## src/rtl/ctl_alu_pkg.sv

```systemverilog
package ctl_alu_pkg;

  localparam int CTL_W = 6;

  // Field order fixes the bit positions of the control word (MSB first).
  typedef struct packed {
    logic zero_x;
    logic inv_x;
    logic zero_y;
    logic inv_y;
    logic use_add;
    logic inv_out;
  } alu_ctl_t;

  localparam int N_OPND = 2;

endpackage

```

## src/rtl/opnd_cond.sv

```systemverilog
module opnd_cond #(
  parameter int W = 16
) (
  input  logic [W-1:0] raw,
  input  logic         zero_en,
  input  logic         inv_en,
  output logic [W-1:0] cond
);

  logic [W-1:0] cleared;

  always_comb begin
    cleared = zero_en ? '0 : raw;
    cond    = inv_en ? ~cleared : cleared;
  end

  // Clearing comes first, so clear alone always gives zero.
  always_comb begin
    if (zero_en && !inv_en) begin
      p_clear_only_r1 : assert (cond == '0);
    end
    if (zero_en && inv_en) begin
      p_clear_then_flip_r2 : assert (&cond);
    end
  end

endmodule

```

## src/rtl/fn_core.sv

```systemverilog
module fn_core #(
  parameter int W = 16
) (
  input  logic [W-1:0] a,
  input  logic [W-1:0] b,
  input  logic         use_add,
  input  logic         inv_out,
  output logic [W-1:0] res
);

  logic [W-1:0] sum_v;
  logic [W-1:0] and_v;
  logic [W-1:0] pick;

  always_comb begin
    sum_v = a + b;
    and_v = a & b;
    pick  = use_add ? sum_v : and_v;
    res   = inv_out ? ~pick : pick;
  end

endmodule

```

## src/rtl/flag_gen.sv

```systemverilog
module flag_gen #(
  parameter int W = 16
) (
  input  logic [W-1:0] val,
  output logic         is_zero,
  output logic         is_neg
);

  always_comb begin
    is_zero = ~|val;
    is_neg  = val[W-1];
  end

endmodule

```

## src/rtl/ctl_alu.sv

```systemverilog
module ctl_alu
  import ctl_alu_pkg::*;
#(
  parameter int W = 16
) (
  input  logic             clk,
  input  logic             rst,
  input  logic [W-1:0]     x_in,
  input  logic [W-1:0]     y_in,
  input  logic [CTL_W-1:0] ctl_in,
  output logic [W-1:0]     res_out,
  output logic             zr_out,
  output logic             ng_out
);

  localparam logic [W-1:0] ALL_ONES = {W{1'b1}};

  alu_ctl_t     c;
  logic [W-1:0] raw_op  [N_OPND];
  logic [W-1:0] cond_op [N_OPND];
  logic         zero_sel[N_OPND];
  logic         inv_sel [N_OPND];
  logic [W-1:0] core_res;
  logic         core_zr;
  logic         core_ng;

  always_comb begin
    c           = alu_ctl_t'(ctl_in);
    raw_op[0]   = x_in;
    raw_op[1]   = y_in;
    zero_sel[0] = c.zero_x;
    zero_sel[1] = c.zero_y;
    inv_sel[0]  = c.inv_x;
    inv_sel[1]  = c.inv_y;
  end

  for (genvar g = 0; g < N_OPND; g++) begin : g_opnd
    opnd_cond #(.W(W)) u_cond (
      .raw     (raw_op[g]),
      .zero_en (zero_sel[g]),
      .inv_en  (inv_sel[g]),
      .cond    (cond_op[g])
    );
  end

  fn_core #(.W(W)) u_core (
    .a       (cond_op[0]),
    .b       (cond_op[1]),
    .use_add (c.use_add),
    .inv_out (c.inv_out),
    .res     (core_res)
  );

  flag_gen #(.W(W)) u_flags (
    .val     (core_res),
    .is_zero (core_zr),
    .is_neg  (core_ng)
  );

  always_ff @(posedge clk) begin
    if (rst) begin
      res_out <= '0;
      zr_out  <= 1'b1;
      ng_out  <= 1'b0;
    end else begin
      res_out <= core_res;
      zr_out  <= core_zr;
      ng_out  <= core_ng;
    end
  end

  p_reset_state_r9 : assert property (@(posedge clk)
    rst |=> (res_out == '0 && zr_out && !ng_out));

  p_zero_flag_r7 : assert property (@(posedge clk) disable iff (rst)
    zr_out == (res_out == '0));

  p_neg_flag_r8 : assert property (@(posedge clk) disable iff (rst)
    ng_out == res_out[W-1]);

  p_const_zero_r10 : assert property (@(posedge clk) disable iff (rst)
    (ctl_in == 6'b101010) |=> (res_out == '0));

  p_const_ones_r10 : assert property (@(posedge clk) disable iff (rst)
    (ctl_in == 6'b111010) |=> (res_out == ALL_ONES));

  p_and_mode_r5 : assert property (@(posedge clk) disable iff (rst)
    (ctl_in == 6'b000000) |=> (res_out == ($past(x_in) & $past(y_in))));

  p_sum_mode_r4 : assert property (@(posedge clk) disable iff (rst)
    (ctl_in == 6'b000010) |=> (res_out == W'($past(x_in) + $past(y_in))));

  p_flip_out_r6 : assert property (@(posedge clk) disable iff (rst)
    (ctl_in == 6'b000001) |=> (res_out == ~($past(x_in) & $past(y_in))));

endmodule

```

## config.mk

```make
export PLATFORM = sky130hd
export DESIGN_NAME = ctl_alu
export DESIGN_NICKNAME = d
export VERILOG_FILES = /design/src/rtl/ctl_alu_pkg.sv /design/src/rtl/opnd_cond.sv /design/src/rtl/fn_core.sv /design/src/rtl/flag_gen.sv /design/src/rtl/ctl_alu.sv
export SDC_FILE = /design/constraint.sdc
export NUM_CORES = 1
export LEC_CHECK = 0
export ABC_AREA = 0
export CAP_MARGIN = 30
export CELL_PAD_IN_SITES_DETAIL_PLACEMENT = 2
export CELL_PAD_IN_SITES_GLOBAL_PLACEMENT = 2
export CORE_MARGIN = 2
export CORE_UTILIZATION = 37
export DETAILED_ROUTE_END_ITERATION = 16
export DONT_BUFFER_PORTS = 1
export GPL_TIMING_DRIVEN = 0
export HOLD_SLACK_MARGIN = 0.03
export PLACE_DENSITY = 0.82
export SLEW_MARGIN = 20
export SYNTH_ARGS = -nofsm -noshare
export SYNTH_HDL_FRONTEND = slang
export SYNTH_SLANG_ARGS = --single-unit
```

## constraint.sdc

```tcl
create_clock -name clk -period 5.67 [get_ports clk]
set_clock_uncertainty 0.1 [all_clocks]
set_input_delay 0.8505 -clock clk [delete_from_list [all_inputs] [get_ports clk]]
set_output_delay 0.8505 -clock clk [all_outputs]
set_load 0.02 [all_outputs]
```

After elaboration in Yosys (flattened, before gate mapping)

Index checks and enable logic that the tools add are counted.
Widths: inputs -> output; s select.

Multiplexer cells: 6
Reduce and logical (&&, ||, !) cells: 2
$add $sub $neg: 1
Bitwise logic cells: 4

Operators by type and width:

| kind             | count |
|---|---|
| $mux 16          | 6 |
| $not 16->16      | 3 |
| $add 16x16->16   | 1 |
| $and 16x16->16   | 1 |
| $reduce_or 16->1 | 1 |
| $logic_not 1->1  | 1 |

Word-level logic and storage cells: 16
Output and inout bits: 18
Flip-flop bits (word level): 18
Input port bits: 40

Longest topological paths before layout

Gate-level depths: netlist of the first run.

Depth in word-level cells: 9
Mapped depth: 13
Depth with buffers taken out: 12

Cells and area by module

From an unflattened synthesis of the first run, not the netlist that was laid out.

Cells, all modules: 285
Area total of the unflattened synthesis: 2640.0 sq um

By module, submodules not included:

| module    | times used | sequential area each (sq um) | cells an instance | area each (sq um) |
|---|---|---|---|---|
| fn_core   | 1          | 0.0                          | 172               | 1241.2 |
| opnd_cond | 2          | 0.0                          | 35                | 432.9 |
| ctl_alu   | 1          | 360.3                        | 37                | 491.7 |
| flag_gen  | 1          | 0.0                          | 6                 | 41.3 |

Worst setup path before layout of the first run

OpenSTA, ideal clock, no wires.

Path type: input to register
Start: input port ctl_in[4]
End: register zr_out
Data arrival time: 3816 ps
Stages: 12
Path slack: 1638 ps
Buffers on the path: 2
Setup time: 116 ps
Required time: 5454 ps
Path through: clkbuf_1 > buf_1 > xnor2_1 > fa_1 > a211oi_2 > o21ai_1 > a41oi_1 > a21oi_1 > o31ai_4 > nor3b_1 > a31o_1 > a41o_1

Longest elaborated chain between the ends: 7
Elaborated cells on any way between the ends: 8
Classes of those cells: add/sub (1); mux (3); bitwise (2); reduce/logical (2)

Ends and longest elaborated chain:

| item                                                    | line                         | text |
|---|---|---|
| start, declared                                         | ctl_alu.sv:10                | `input logic [CTL_W-1:0] ctl_in,` |
| $mux 16 (*)                                             | opnd_cond.sv:14              | `cond = inv_en ? ~cleared : cleared;` |
| $add 16x16->16 / $and 16x16->16 (equally long branches) | fn_core.sv:16, fn_core.sv:17 |  |
| $mux 16 (*)                                             | fn_core.sv:18                | `pick = use_add ? sum_v : and_v;` |
| $not 16->16                                             | fn_core.sv:19                | `res = inv_out ? ~pick : pick;` |
| $mux 16 (*)                                             | fn_core.sv:19                |  |
| $reduce_or 16->1 (*)                                    | flag_gen.sv:10               | `is_zero = ~\|val;` |
| $logic_not 1->1 (*)                                     | flag_gen.sv:10               |  |
| end signal, assigned                                    | ctl_alu.sv:67                | `zr_out <= core_zr;` |
| end, declared                                           | ctl_alu.sv:12                | `output logic zr_out,` |

Every way passes the cells marked *; elsewhere a longest branch is shown, timed or not.
A chain may end at the register's enable or synchronous reset.

Worst setup path in the final report of the first run

Ends and elaborated chain as after synthesis.

==> results_dict.tcl, run 1 <==
set metrics [dict create \
    p_leak_nw 0.881 \
    cts_buffer_depth 2 \
    cp_cell_sequence "clkbuf_1 > buf_1 > xnor2_1 > fa_1 > a211oi_2 > o21ai_1 > a41oi_1 > a21oi_1 > o31ai_4 > nor3b_1 > a31o_1 > a41o_1" \
    grt_max_degree 11 \
    timing.fmax_mhz 234 \
    synth_edf_count 0 \
    postSynthAreaPerCell_um2 8.09 \
    regArea_um2 340 \
    criticalPathCategory "in2reg" \
    data_required_time_of_the_worst_path_ns 5.71 \
    io_buffer_count 0 \
    fin_cells 342 \
    hold_violations 0 \
    synthesis.instances 266 \
    start_util 0.386 \
    tightest_slew_ns 0.679 \
    multiInputGateArea_um2 1730 \
    yosys-top-cells-area "sky130_fd_sc_hd__xnor2_1 (22%), sky130_fd_sc_hd__dfxtp_1 (16%), sky130_fd_sc_hd__nand2b_1 (9.6%)" \
    antenna-diode-count 0 \
    worst_path_dominant_cell_family "compound AO/OA/AOI/OAI gates" \
    chipWidth_um 80.2 \
    detail_route.first_pass.iterations 4 \
    synth_top_area_frac 0.216 \
    slowest_stage "sky130_fd_sc_hd__buf_1" \
    power_frac_seq 0.290 \
    min_path_cells 2 \
    final-setup-viol-count 0 \
    initial_antenna_violation_count 0 \
    cts_hold_repair.buffers 0 \
    die_y_um 80.2 \
    synth-seq-cells 17 \
    synthesis.nets 323 \
    grt_usage 0.183 \
    detail_route.wirelength_um 5710 \
    clkTransAtPathRegs_ns 0.06 \
    drtIter0Drc 44 \
    netSwitchingPower_w 0.000261 \
    fin_crit_sh 0.753 \
    grt_first_pass_wirelength_um 9470 \
    postCtsSetupBuffers 0 \
    seq_area_frac_synth 0.158 \
    detail_route.drc_violations 0 \
    vias 1902 \
    yosysTopAreaCell "sky130_fd_sc_hd__xnor2_1" \
    switching_share 0.433 \
    clock_sink_count 17 \
    power_per_cell_area_nw_per_um2 264 \
    worstHoldPathType "in2reg" \
    synth_area_um2 2150 \
    floorplan.rows 27 \
    yosysWarnings 0 \
    htreeDepth 1 \
    hold_ws_ns 0.832 \
    total_buffers_and_inverters_traversed_by_the_critical_path 2 \
    arrival_ns 4.32 \
    combinationalPowerShare 0.562 \
    core_region_area_um2 5570 \
    final_layout_size_suffix_gt1_frac 0.0630 \
    final-max-slew-violation-count 0 \
    setup_total_negative_slack_ns 0 \
    cts_made_buffers 3 \
    io-pin-count 58 \
    vdd_ir_drop_max_mv 0.130 \
    synth_ff_type "sky130_fd_sc_hd__dfxtp_1" \
    cp_num_cells 12 \
    relSlewSlack 0.547 \
    post-route-util 0.410 \
    dp_cells 338 \
    gp_congestion 0.825 \
    cp-start-kind "input pin" \
    grt_remaining_overflow 0 \
    fill_cells 655 \
    drv_cap 0 \
    avgRoutedWirePerCell_um 16.7 \
    first_global_vias 1956 \
    worst_setup_path_end_kind "flip-flop" \
    internal_power_w 0.000342 \
    clockPowerShare 0.148 \
    cts_repair_resize_count 0 \
    ys_async_sr_fraction 0 \
    finalNetCount 328 \
    detail-route-antenna-nets 0 \
    status "finished, final reports clean" \
    unrepaired_setup_endpoints_after_global_routing "no" \
    post_drt_via_cell_ratio 5.56 \
    maximum_single_stage_delay_on_the_critical_path_ns 0.57 \
    area_growth_pct 6.28 \
    place.detailed.hpwl_um 5010 \
    max_fo_critical_path 10 \
    die-area_um2 6440 \
    cts_tree "yes" \
    synth.lib_cells_used.distinct 54 \
    clockRootBuffer "sky130_fd_sc_hd__clkbuf_8" \
    finalWorstPathRequiredPeriod_ns 4.27 \
]
==> worst paths after layout <==
check                                    end       from
worst max-delay path       zr_out$_SDFF_PP1_  ctl_in[4]
worst min-delay path  res_out[10]$_SDFF_PP0_        rst
==> layout by cell type, fill, tap and decap left out, drive strengths merged, types with 2 or more instances in the layout <==
cell / instances
nor2b: 6
or3: 3
a211oi: 4
nand2b: 33
o31ai: 3
o21a: 4
nor3: 3
nor2: 24
o21bai: 2
nand2: 6
a31oi: 5
and3: 3
ha: 16
a21o: 9
nor3b: 2
mux2i: 7
o211ai: 3
inv: 4
and4: 3
a21oi: 12
o211a: 2
clkbuf: 12
nand3: 5
dfxtp: 17
buf: 7
o21ai: 7
xnor2: 53
a221oi: 2
==> kinds of logic after synthesis <==
group,after synthesis,share of synthesized area
fa+ha+maj,17,0.102
xor+xnor,54,0.220
buf+inv,19,0.0390
flops,17,0.158
compound gates,60,0.212
simple gates,92,0.236
mux,7,0.0326
==> flip-flops by register name, summed over array words and instances, names as in the netlist <==
signal / cells
zr_out: 1
res_out: 16
==> area by class of cell <==
class,count,share of cell area
flip-flops and latches,17,0.149
clock buffers,4,0.0197
inverters,4,0.00657
plain buffers,15,0.0301
multi-input cells,230,0.755
well taps,72,0.0394
==> routing by layer <==
metal | vias up | global-route usage | routed length (µm)
met2 | 48 | 0.336 | 2810
met1 | 908 | 0.234 | 2680
met3 | 6 | 0.0101 | 173
met5 | - | 0 | 0
met4 | 0 | 0.0407 | 48
li1 | 940 | - | -
==> metrics by stage <==
step	cell area (µm²)	total power (W)	setup WS, ns
floorplan	2150	0.000447	1.64
global placement	2240	0.000502	1.15
detailed placement	2240	0.000519	1.09
CTS	2290	0.000608	1.34
global route	2290	0.000654	1.01
finish	2290	0.000603	1.40
==> cell usage after synthesis, drive strengths merged, types with 2 or more instances <==
cell / count
o31ai: 3
and4: 3
nor3b: 2
nor2: 24
o211ai: 3
a21oi: 12
a211oi: 4
o21bai: 2
nand2b: 33
inv: 4
and3: 3
nor2b: 6
dfxtp: 17
buf: 7
nor3: 3
a31oi: 5
a221oi: 2
mux2i: 7
o211a: 2
nand2: 6
xnor2: 53
clkbuf: 8
a21o: 9
or3: 3
o21a: 4
nand3: 5
o21ai: 7
ha: 16
==> power groups by stage <==
| stage | clock network [W] | logic, W | registers, W |
|---|---|---|---|
| final | 0.0000892 | 0.000339 | 0.000175 |
| after floorplan | 0 | 0.000272 | 0.000175 |
| after detailed placement | 0 | 0.000341 | 0.000178 |
| after global routing | 0.0000973 | 0.000378 | 0.000178 |
| after CTS | 0.0000909 | 0.000342 | 0.000176 |
| after global placement | 0 | 0.000326 | 0.000176 |
Note: power is estimated with default switching activity, not from simulation.
==> run 2: changes to the inputs <==
--- a/config.mk
+++ b/config.mk
@@ -10,12 +10,12 @@
 export CELL_PAD_IN_SITES_DETAIL_PLACEMENT = 2
 export CELL_PAD_IN_SITES_GLOBAL_PLACEMENT = 2
 export CORE_MARGIN = 2
-export CORE_UTILIZATION = 37
+export CORE_UTILIZATION = 33
 export DETAILED_ROUTE_END_ITERATION = 16
 export DONT_BUFFER_PORTS = 1
 export GPL_TIMING_DRIVEN = 0
 export HOLD_SLACK_MARGIN = 0.03
-export PLACE_DENSITY = 0.82
+export PLACE_DENSITY = 0.77
 export SLEW_MARGIN = 20
 export SYNTH_ARGS = -nofsm -noshare
 export SYNTH_HDL_FRONTEND = slang
==> constraint.sdc (replaced) <==
create_clock -name clk -period 3.6 [get_ports clk]
set_clock_uncertainty 0.1 [all_clocks]
set_input_delay 0.54 -clock clk [delete_from_list [all_inputs] [get_ports clk]]
set_output_delay 0.54 -clock clk [all_outputs]
set_load 0.02 [all_outputs]
==> run 2 against run 1 <==
- combinational power is 60% higher
- power grew 57%
- global-route usage down 2.5 points
- design area increased by 1.6%
- final cell count increased by 1.5%
- setup slack got worse by 1.2 ns
- clock-buffer cell count unchanged
==> results_dict.tcl, run 2 (same netlist as run 1, synthesis figures left out) <==
set metrics [dict create \
    p_leak_nw 0.898 \
    chipWidth_um 84.7 \
    cts_buffer_depth 2 \
    avgRoutedWirePerCell_um 16.1 \
    core_region_area_um2 6310 \
    place.detailed.hpwl_um 4850 \
    worstHoldPathType "in2reg" \
    arrival_ns 3.43 \
    most-common-layout-cells "sky130_fd_sc_hd__xnor2_1 (53), sky130_fd_sc_hd__nand2b_1 (33), sky130_fd_sc_hd__nor2_1 (24)" \
    final-max-slew-violation-count 0 \
    min-delay-start "rst" \
    grt_max_degree 11 \
    power_per_cell_area_nw_per_um2 408 \
    largest_register_ff_count 16 \
    start_util 0.341 \
    switching_share 0.426 \
    grt_usage 0.159 \
    die-area_um2 7180 \
    totalPowerFinal_w 0.000947 \
    gp_congestion 0.812 \
    detail_route.first_pass.iterations 4 \
    timing.fmax_mhz 295 \
    detail_route.drc_violations 0 \
    io_buffer_count 0 \
    initial_antenna_violation_count 0 \
    htreeDepth 1 \
    die_y_um 84.7 \
    finalWorstPathRequiredPeriod_ns 3.39 \
    max_fo_critical_path 10 \
    post-route-util 0.368 \
    final-setup-viol-count 0 \
    internal_power_w 0.000543 \
    cts_made_buffers 3 \
    cp_launch_point "ctl_in[2]" \
    clockPowerShare 0.140 \
    netSwitchingPower_w 0.000404 \
    reg.largest.list "res_out (16), zr_out (1)" \
    status "finished, final reports clean" \
    tightest_slew_ns 0.605 \
    floorplan.rows 29 \
    worst_setup_path_end_kind "flip-flop" \
    cts_repair_resize_count 4 \
    drtIter0Drc 48 \
    cts_hold_repair.buffers 0 \
    fin_crit_sh 0.941 \
    first_global_vias 1921 \
    final_layout_size_suffix_gt1_frac 0.0852 \
    detail-route-antenna-nets 0 \
    drv_cap 0 \
    criticalPathCategory "in2reg" \
    post_drt_via_cell_ratio 5.39 \
    max_flop_register "res_out" \
    final_common_cell "sky130_fd_sc_hd__xnor2_1" \
    relSlewSlack 0.597 \
    clockRootBuffer "sky130_fd_sc_hd__clkbuf_8" \
    antenna-diode-count 0 \
    grt_first_pass_wirelength_um 9370 \
    io-pin-count 58 \
    power_frac_seq 0.289 \
    fill_cells 751 \
    cts_tree "yes" \
    combinationalPowerShare 0.571 \
    clock_sink_count 17 \
    cp-start-kind "input pin" \
    detail_route.wirelength_um 5590 \
    grt_remaining_overflow 0 \
    vdd_ir_drop_max_mv 0.273 \
    hold_violations 0 \
    area_growth_pct 7.97 \
    vias 1872 \
    clkTransAtPathRegs_ns 0.06 \
    finalNetCount 328 \
    data_required_time_of_the_worst_path_ns 3.64 \
    postCtsSetupBuffers 0 \
    unrepaired_setup_endpoints_after_global_routing "no" \
]
run 2: worst paths after layout:
check | endpoint | cells after the start
hold / removal | res_out[12]$_SDFF_PP0_ | 2
setup / recovery | zr_out$_SDFF_PP1_ | 12
run 2: metal layers:
layer | vias to the layer above | GRT usage | part of all wire
met2 | 49 | 0.271 | 0.47
li1 | 939 | - | -
met1 | 879 | 0.218 | 0.48
met5 | - | 0 | 0
met3 | 5 | 0.0138 | 0.042
met4 | 0 | 0.0346 | 0.010
run 2: final cells by class:
class,count,area (µm²),area share
plain buffers,15,78.8,0.0339
clock buffers,4,45.0,0.0194
inverters,4,15.0,0.00647
multi-input cells,230,1750,0.752
flip-flops and latches,17,340,0.147
well taps,77,96.3,0.0415
run 2: through the flow:
step                      cells  worst slack [ns]  TNS, ns  instance area (µm²)  hold slack (ns)
after floorplan             266             0.105        0                 2150            0.721
after global placement      343            -0.320   -0.505                 2250            0.781
after CTS                   347             0.142        0                 2300            0.545
after detailed placement    343            -0.409   -0.715                 2250            0.781
final                       347             0.212        0                 2320            0.543
after global routing        347           0.00211        0                 2320            0.572
run 2: power by group through the flow:
stage,sequential (W),clock [W],combinational [W]
final,0.000273,0.000132,0.000541
after global placement,0.000278,0,0.000517
after floorplan,0.000276,0,0.000429
after CTS,0.000274,0.000137,0.000539
after global routing,0.000277,0.000146,0.000604
after detailed placement,0.000278,0,0.000534
run 2: critical path, cell delays in order:
cell and delay (ns):
sky130_fd_sc_hd__clkbuf_2 0.17, sky130_fd_sc_hd__buf_4 0.23, sky130_fd_sc_hd__xnor2_1 0.35, sky130_fd_sc_hd__ha_1 0.32
sky130_fd_sc_hd__a211oi_1 0.22, sky130_fd_sc_hd__o21ai_1 0.20, sky130_fd_sc_hd__o21bai_2 0.29, sky130_fd_sc_hd__a21oi_1 0.12
sky130_fd_sc_hd__or3_1 0.35, sky130_fd_sc_hd__a31oi_1 0.31, sky130_fd_sc_hd__xnor2_1 0.14, sky130_fd_sc_hd__a41o_1 0.19
